==> config.mk <==
export PLATFORM = sky130hd
export DESIGN_NAME = pch_host
export DESIGN_NICKNAME = d
export VERILOG_FILES = /design/src/rtl/pch_pkg.sv /design/src/rtl/pch_phase_timer.sv /design/src/rtl/pch_shift_reg.sv /design/src/rtl/pch_host.sv
export SDC_FILE = /design/constraint.sdc
export NUM_CORES = 1
export LEC_CHECK = 0
export BUFFER_PORTS_ARGS = -buffer_cell sky130_fd_sc_hd__buf_2
export CAP_MARGIN = 20
export CORE_UTILIZATION = 50
export CTS_CLUSTER_SIZE = 16
export DETAILED_ROUTE_END_ITERATION = 12
export PLACE_DENSITY_LB_ADDON = 0.2
export SYNTH_ARGS = -nofsm -noshare
export SYNTH_HDL_FRONTEND = slang
export SYNTH_SLANG_ARGS = --single-unit
==> constraint.sdc <==
create_clock -name clk -period 5.4 [get_ports clk]
set_input_delay 0.81 -clock clk [delete_from_list [all_inputs] [get_ports clk]]
set_output_delay 0.81 -clock clk [all_outputs]
set_load 0.01 [all_outputs]
==> src/rtl/pch_pkg.sv <==
package pch_pkg;

    localparam int FRAME_W = 17;
    localparam int CODE_W  = 8;

    typedef struct packed {
        logic              stack_sel;
        logic [CODE_W-1:0] wiper1;
        logic [CODE_W-1:0] wiper0;
    } frame_t;

    typedef enum logic [2:0] {
        ST_IDLE,
        ST_SETUP,
        ST_LOW,
        ST_HIGH,
        ST_HOLD,
        ST_GAP
    } seq_state_e;

    function automatic int max4(input int a, input int b, input int c, input int d);
        int m;
        m = a;
        if (b > m) m = b;
        if (c > m) m = c;
        if (d > m) m = d;
        return m;
    endfunction

endpackage

==> src/rtl/pch_phase_timer.sv <==
module pch_phase_timer #(
    parameter int CNT_W = 5
) (
    input  logic             clk,
    input  logic             rst,
    input  logic             load_i,
    input  logic [CNT_W-1:0] val_i,
    output logic             expired_o
);
    logic [CNT_W-1:0] cnt_q;

    always_ff @(posedge clk) begin
        if (rst) begin
            cnt_q <= '0;
        end else if (load_i) begin
            cnt_q <= val_i;
        end else if (cnt_q != '0) begin
            cnt_q <= cnt_q - 1'b1;
        end
    end

    assign expired_o = (cnt_q == '0);
endmodule

==> src/rtl/pch_shift_reg.sv <==
module pch_shift_reg #(
    parameter int WIDTH = 34
) (
    input  logic             clk,
    input  logic             rst,
    input  logic             load_i,
    input  logic [WIDTH-1:0] load_val_i,
    input  logic             shift_i,
    input  logic             bit_i,
    output logic [WIDTH-1:0] data_o
);
    always_ff @(posedge clk) begin
        if (rst) begin
            data_o <= '0;
        end else if (load_i) begin
            data_o <= load_val_i;
        end else if (shift_i) begin
            data_o <= {data_o[WIDTH-2:0], bit_i};
        end
    end
endmodule

==> src/rtl/pch_host.sv <==
module pch_host
    import pch_pkg::*;
#(
    parameter int NUM_DEV   = 2,
    parameter int HALF_CYC  = 10,
    parameter int SETUP_CYC = 10,
    parameter int HOLD_CYC  = 10,
    parameter int GAP_CYC   = 25
) (
    input  logic                       clk,
    input  logic                       rst,
    input  logic                       start_i,
    input  logic                       read_i,
    input  logic [NUM_DEV*FRAME_W-1:0] wr_frames_i,
    output logic                       busy_o,
    output logic                       done_o,
    output logic [NUM_DEV*FRAME_W-1:0] rd_frames_o,
    output logic                       ser_en_o,
    output logic                       ser_clk_o,
    output logic                       ser_dout_o,
    output logic                       ser_oe_o,
    input  logic                       ser_din_i
);
    localparam int TOTAL_BITS = NUM_DEV * FRAME_W;
    localparam int BIT_W      = $clog2(TOTAL_BITS + 1);
    localparam int MAX_PHASE  = max4(HALF_CYC, SETUP_CYC, HOLD_CYC, GAP_CYC);
    localparam int CNT_W      = $clog2(MAX_PHASE + 1);

    seq_state_e             state_q, state_d;
    logic                   read_q;
    logic                   cap_q;
    logic [BIT_W-1:0]       bit_q;
    logic                   tm_load, tm_expired, cap_en, bit_inc, sh_shift, sh_load, finish;
    logic [CNT_W-1:0]       tm_val;
    logic [TOTAL_BITS-1:0]  load_vec, sreg;

    // word 0 sits at the top of the stream so it leaves first
    for (genvar k = 0; k < NUM_DEV; k++) begin : g_order
        assign load_vec[(NUM_DEV-1-k)*FRAME_W +: FRAME_W] = wr_frames_i[k*FRAME_W +: FRAME_W];
        assign rd_frames_o[k*FRAME_W +: FRAME_W]          = sreg[(NUM_DEV-1-k)*FRAME_W +: FRAME_W];
    end

    pch_phase_timer #(.CNT_W(CNT_W)) timer_i (
        .clk       (clk),
        .rst       (rst),
        .load_i    (tm_load),
        .val_i     (tm_val),
        .expired_o (tm_expired)
    );

    assign sh_load = (state_q == ST_IDLE) && start_i;

    pch_shift_reg #(.WIDTH(TOTAL_BITS)) shreg_i (
        .clk        (clk),
        .rst        (rst),
        .load_i     (sh_load),
        .load_val_i (load_vec),
        .shift_i    (sh_shift),
        .bit_i      (cap_q),
        .data_o     (sreg)
    );

    always_comb begin
        state_d  = state_q;
        tm_load  = 1'b0;
        tm_val   = '0;
        cap_en   = 1'b0;
        bit_inc  = 1'b0;
        sh_shift = 1'b0;
        finish   = 1'b0;
        unique case (state_q)
            ST_IDLE: if (start_i) begin
                state_d = ST_SETUP;
                tm_load = 1'b1;
                tm_val  = CNT_W'(SETUP_CYC - 1);
            end
            ST_SETUP: if (tm_expired) begin
                state_d = ST_LOW;
                tm_load = 1'b1;
                tm_val  = CNT_W'(HALF_CYC - 1);
            end
            ST_LOW: if (tm_expired) begin
                state_d = ST_HIGH;
                tm_load = 1'b1;
                tm_val  = CNT_W'(HALF_CYC - 1);
                cap_en  = 1'b1;
            end
            ST_HIGH: if (tm_expired) begin
                sh_shift = 1'b1;
                bit_inc  = 1'b1;
                tm_load  = 1'b1;
                if (bit_q == BIT_W'(TOTAL_BITS - 1)) begin
                    state_d = ST_HOLD;
                    tm_val  = CNT_W'(HOLD_CYC - 1);
                end else begin
                    state_d = ST_LOW;
                    tm_val  = CNT_W'(HALF_CYC - 1);
                end
            end
            ST_HOLD: if (tm_expired) begin
                state_d = ST_GAP;
                tm_load = 1'b1;
                tm_val  = CNT_W'(GAP_CYC - 1);
            end
            ST_GAP: if (tm_expired) begin
                state_d = ST_IDLE;
                finish  = 1'b1;
            end
            default: state_d = ST_IDLE;
        endcase
    end

    always_ff @(posedge clk) begin
        if (rst) begin
            state_q <= ST_IDLE;
            read_q  <= 1'b0;
            cap_q   <= 1'b0;
            bit_q   <= '0;
            done_o  <= 1'b0;
        end else begin
            state_q <= state_d;
            done_o  <= finish;
            if (sh_load) begin
                read_q <= read_i;
                bit_q  <= '0;
            end else if (bit_inc) begin
                bit_q <= bit_q + 1'b1;
            end
            if (cap_en) begin
                cap_q <= ser_din_i;
            end
        end
    end

    assign busy_o     = (state_q != ST_IDLE);
    assign ser_en_o   = (state_q == ST_SETUP) || (state_q == ST_LOW) ||
                        (state_q == ST_HIGH)  || (state_q == ST_HOLD);
    assign ser_clk_o  = (state_q == ST_HIGH);
    assign ser_oe_o   = ser_en_o && !read_q;
    assign ser_dout_o = ser_oe_o && sreg[TOTAL_BITS-1];
endmodule

==> metrics.txt <==
launching element type of the critical path input pin; number of buffers added by the clock tree synthesis step 5; count of nets left with antenna violations after detail routing 0; number of instances resized during post-cts repair 0; setup repair bufs after CTS 0; per-cell via count in the routed design roughly 5.3; shortest period the worst path allows roughly 2.9 ns; number of storage elements in the synthesis netlist ~50; worst hold slack across all endpoints approximately 0.46 ns; CP Max Fanout between 60 and 70; number of unique standard cell types used by synthesis 42; placed wire-length estimate after detailed placement around 3800 microns; total inserted antenna cells 0; maximum number of pins on one net before global-route repair slightly below 70; die footprint 5420 sq um; static power due to leakage 1.22 nW; main area contributors after synthesis dfxtp_1 (40%), a311oi_2 (15%), nand2_1 (11%); antenna violations before repair 0; vias in the first global route 1975; FP Rows 25; remaining max-slew budget at the tightest pin between 40% and 50%; number of nets in the finished design approximately 400; post-synth top area share 39.8%; global route total overflow 0; unrepaired setup endpoints after global routing no; sum of routed wire length over all layers between 5000 and 6000 microns; minimum setup slack in the final design 2.51 ns; Mapped Avg Cell Area 8.61 sq um; Total Negative Setup Slacks 0 ns; die width 73.6 microns; die height approximately 74 microns; total count of max-transition violations in the final report 0; area inside the core boundary 4820 sq um; max-cap violation count 0; share of layout cells above drive strength 1 34.2%; Required @ worst endpoint around 5.6 ns; worst clock skew on the final layout slightly above 0.008 ns; Least-Margin Pin Slew roughly 0.84 ns; maximum operating frequency about 0.35 GHz; run status completed; fraction of registers with async set or reset after synthesis 0%; initial core utilization between 50% and 60%; port bufs between 70 and 80; part of the cycle the worst path needs a little over half; final routed wire length divided by cell count roughly 13 microns; P per Cell Area between 400 and 500 nW/um^2; nature of the critical path endpoint flip-flop; Ys Warns 0; number of detailed-routing iterations run before antenna repair 4; Hold Buf Count CTS 0; clock sinks slightly above 50; DRC viols 0; Final Hold Viols 0; worst setup path class input pin to flip-flop; Setup violations, final 0; cell area after technology mapping around 2600 sq um; number of flops mapped to enable cells by yosys 0; Max H-tree Level 2; proportion of synthesized chip area in sequential cells roughly two fifths; insertion delay of the later-clocked pin in the worst-skew pair ~0.31 ns; total vias in the final route 2283; pre-CTS setup slack 2.21 ns; CTS tree yes; CTS max path bufs 2; master cell of the clock root buffer clkbuf_8; net count of the mapped netlist between 300 and 400; # IOs between 70 and 80; Max IR drop VDD ~0.19 mV; Worst Path Arrival roughly 3.1 ns; clock transition time at the flip-flop clock pins of the worst setup and hold paths about 0.1 ns; top_reg_cell synth dfxtp_1; synthesized instance count 298; GR Util All Layers 21.1%; first-pass GRT wire length 8840 microns; cell type with the highest aggregate area in the netlist dfxtp_1; synth-to-layout area growth 18.1%; path class of the lowest-slack min-delay path flip-flop to flip-flop; number of DRC markers in iteration 0 between 150 and 200; RePlAce Congestion approximately 0.73
metrics by stage:
stage	power, mW	instance area, sq um	std cells	utilization [%]
after global placement	1.09	2910	422	60.5
final	1.38	3030	430	62.9
after floorplan	0.993	2570	298	-
after detailed placement	1.11	2910	422	60.5
after CTS	1.39	3030	430	62.9
after global routing	1.47	3030	430	62.9
worst max-delay path, stage by stage:
cell and delay, ns:
buf_2 0.11, or4b_2 0.99, o21ai_4 0.15, buf_4 0.62
nor2_1 0.13, a311oi_2 0.26
metal layers:
metal  GRT usage, %  routed length (microns)  up-vias
met4           5.98                       67        0
met5              0                        0        -
met3           4.94                      270        7
met1           28.6                     2690     1044
met2           33.7                     2610       64
li1               -                        -     1168
worst paths after layout:
| kind | startpoint | end | slack, ns | depth (start not counted) |
|---|---|---|---|---|
| max | start_i | shreg_i.data_o[4]$_SDFFE_PP0P_ | 2.51 | 6 |
| max reg2reg | state_q[0]$_SDFFE_PP0P_ | shreg_i.data_o[4]$_SDFFE_PP0P_ | 2.54 | 5 |
| min | read_q$_SDFFE_PP0P_ | read_q$_SDFFE_PP0P_ | 0.46 | 2 |
| min reg2reg | read_q$_SDFFE_PP0P_ | read_q$_SDFFE_PP0P_ | 0.46 | 2 |
layout make-up:
class | count | area (sq um)
Fill cell | 449 | 1790
Multi-Input combinational cell | 217 | 1370
Sequential cell | 51 | 1020
Timing Repair Buffer | 81 | 413
Tap cell | 67 | 83.8
Clock buffer | 5 | 68.8
Clock inverter | 3 | 47.5
Inverter | 6 | 22.5
placed cells by master (no fill, tap or decap), drive strengths merged, types with 2 or more instances in the layout:
| master | Yosys | routed |
|---|---|---|
| nand2 | 75 | 75 |
| nand2b | 2 | 2 |
| and2 | 3 | 3 |
| ha | 3 | 3 |
| a211oi | 3 | 3 |
| a2111oi | 2 | 2 |
| nor2 | 47 | 47 |
| a31oi | 2 | 2 |
| o21ai | 6 | 6 |
| xnor2 | 4 | 4 |
| dfxtp | 51 | 51 |
| nand3 | 3 | 3 |
| xor2 | 2 | 2 |
| a311oi | 34 | 34 |
| or4b | 2 | 2 |
| nor4 | 2 | 2 |
| nor4b | 3 | 3 |
| or3 | 2 | 2 |
| a21oi | 7 | 7 |
| clkbuf | 9 | 5 |
| inv | 6 | 7 |
| buf | 15 | 81 |
| nor3 | 5 | 5 |
cells by family (layout without fill, tap and decap cells):
group	after synthesis	after routing	synth area share [%]
AND/OR/NAND/NOR	150	150	25.9
multiplexers	1	1	0.390
flip-flops	51	51	39.8
AO/OA/AOI/OAI	57	57	23.7
adder cells (fa/ha/maj)	3	3	1.46
buffers and inverters	30	95	6.68
XOR/XNOR	6	6	2.05
power by group:
group / switching (mW) / total [mW] / internal, mW
registers: 0.0789 / 0.539 / 0.460
logic: 0.339 / 0.560 / 0.221
clock network: 0.136 / 0.276 / 0.141
total: 0.553 / 1.38 / 0.822
synthesized netlist by cell type, types with 4 or more instances:
master and number:
a311oi_2 25, inv_1 6, a311oi_1 9, clkbuf_1 9
nor2_1 45, a21oi_1 7, nor3_1 5, o21ai_0 5
dfxtp_1 51, nand2_1 75, buf_6 6, xnor2_1 4
buf_2 5
state kept, by name, indices dropped and copies added, names as in the netlist:
signal / flops
done_o: 1
read_q: 1
timer_i.cnt_q: 5
state_q: 3
shreg_i.data_o: 34
cap_q: 1
bit_q: 6
Power figures use the tool's default switching activity.
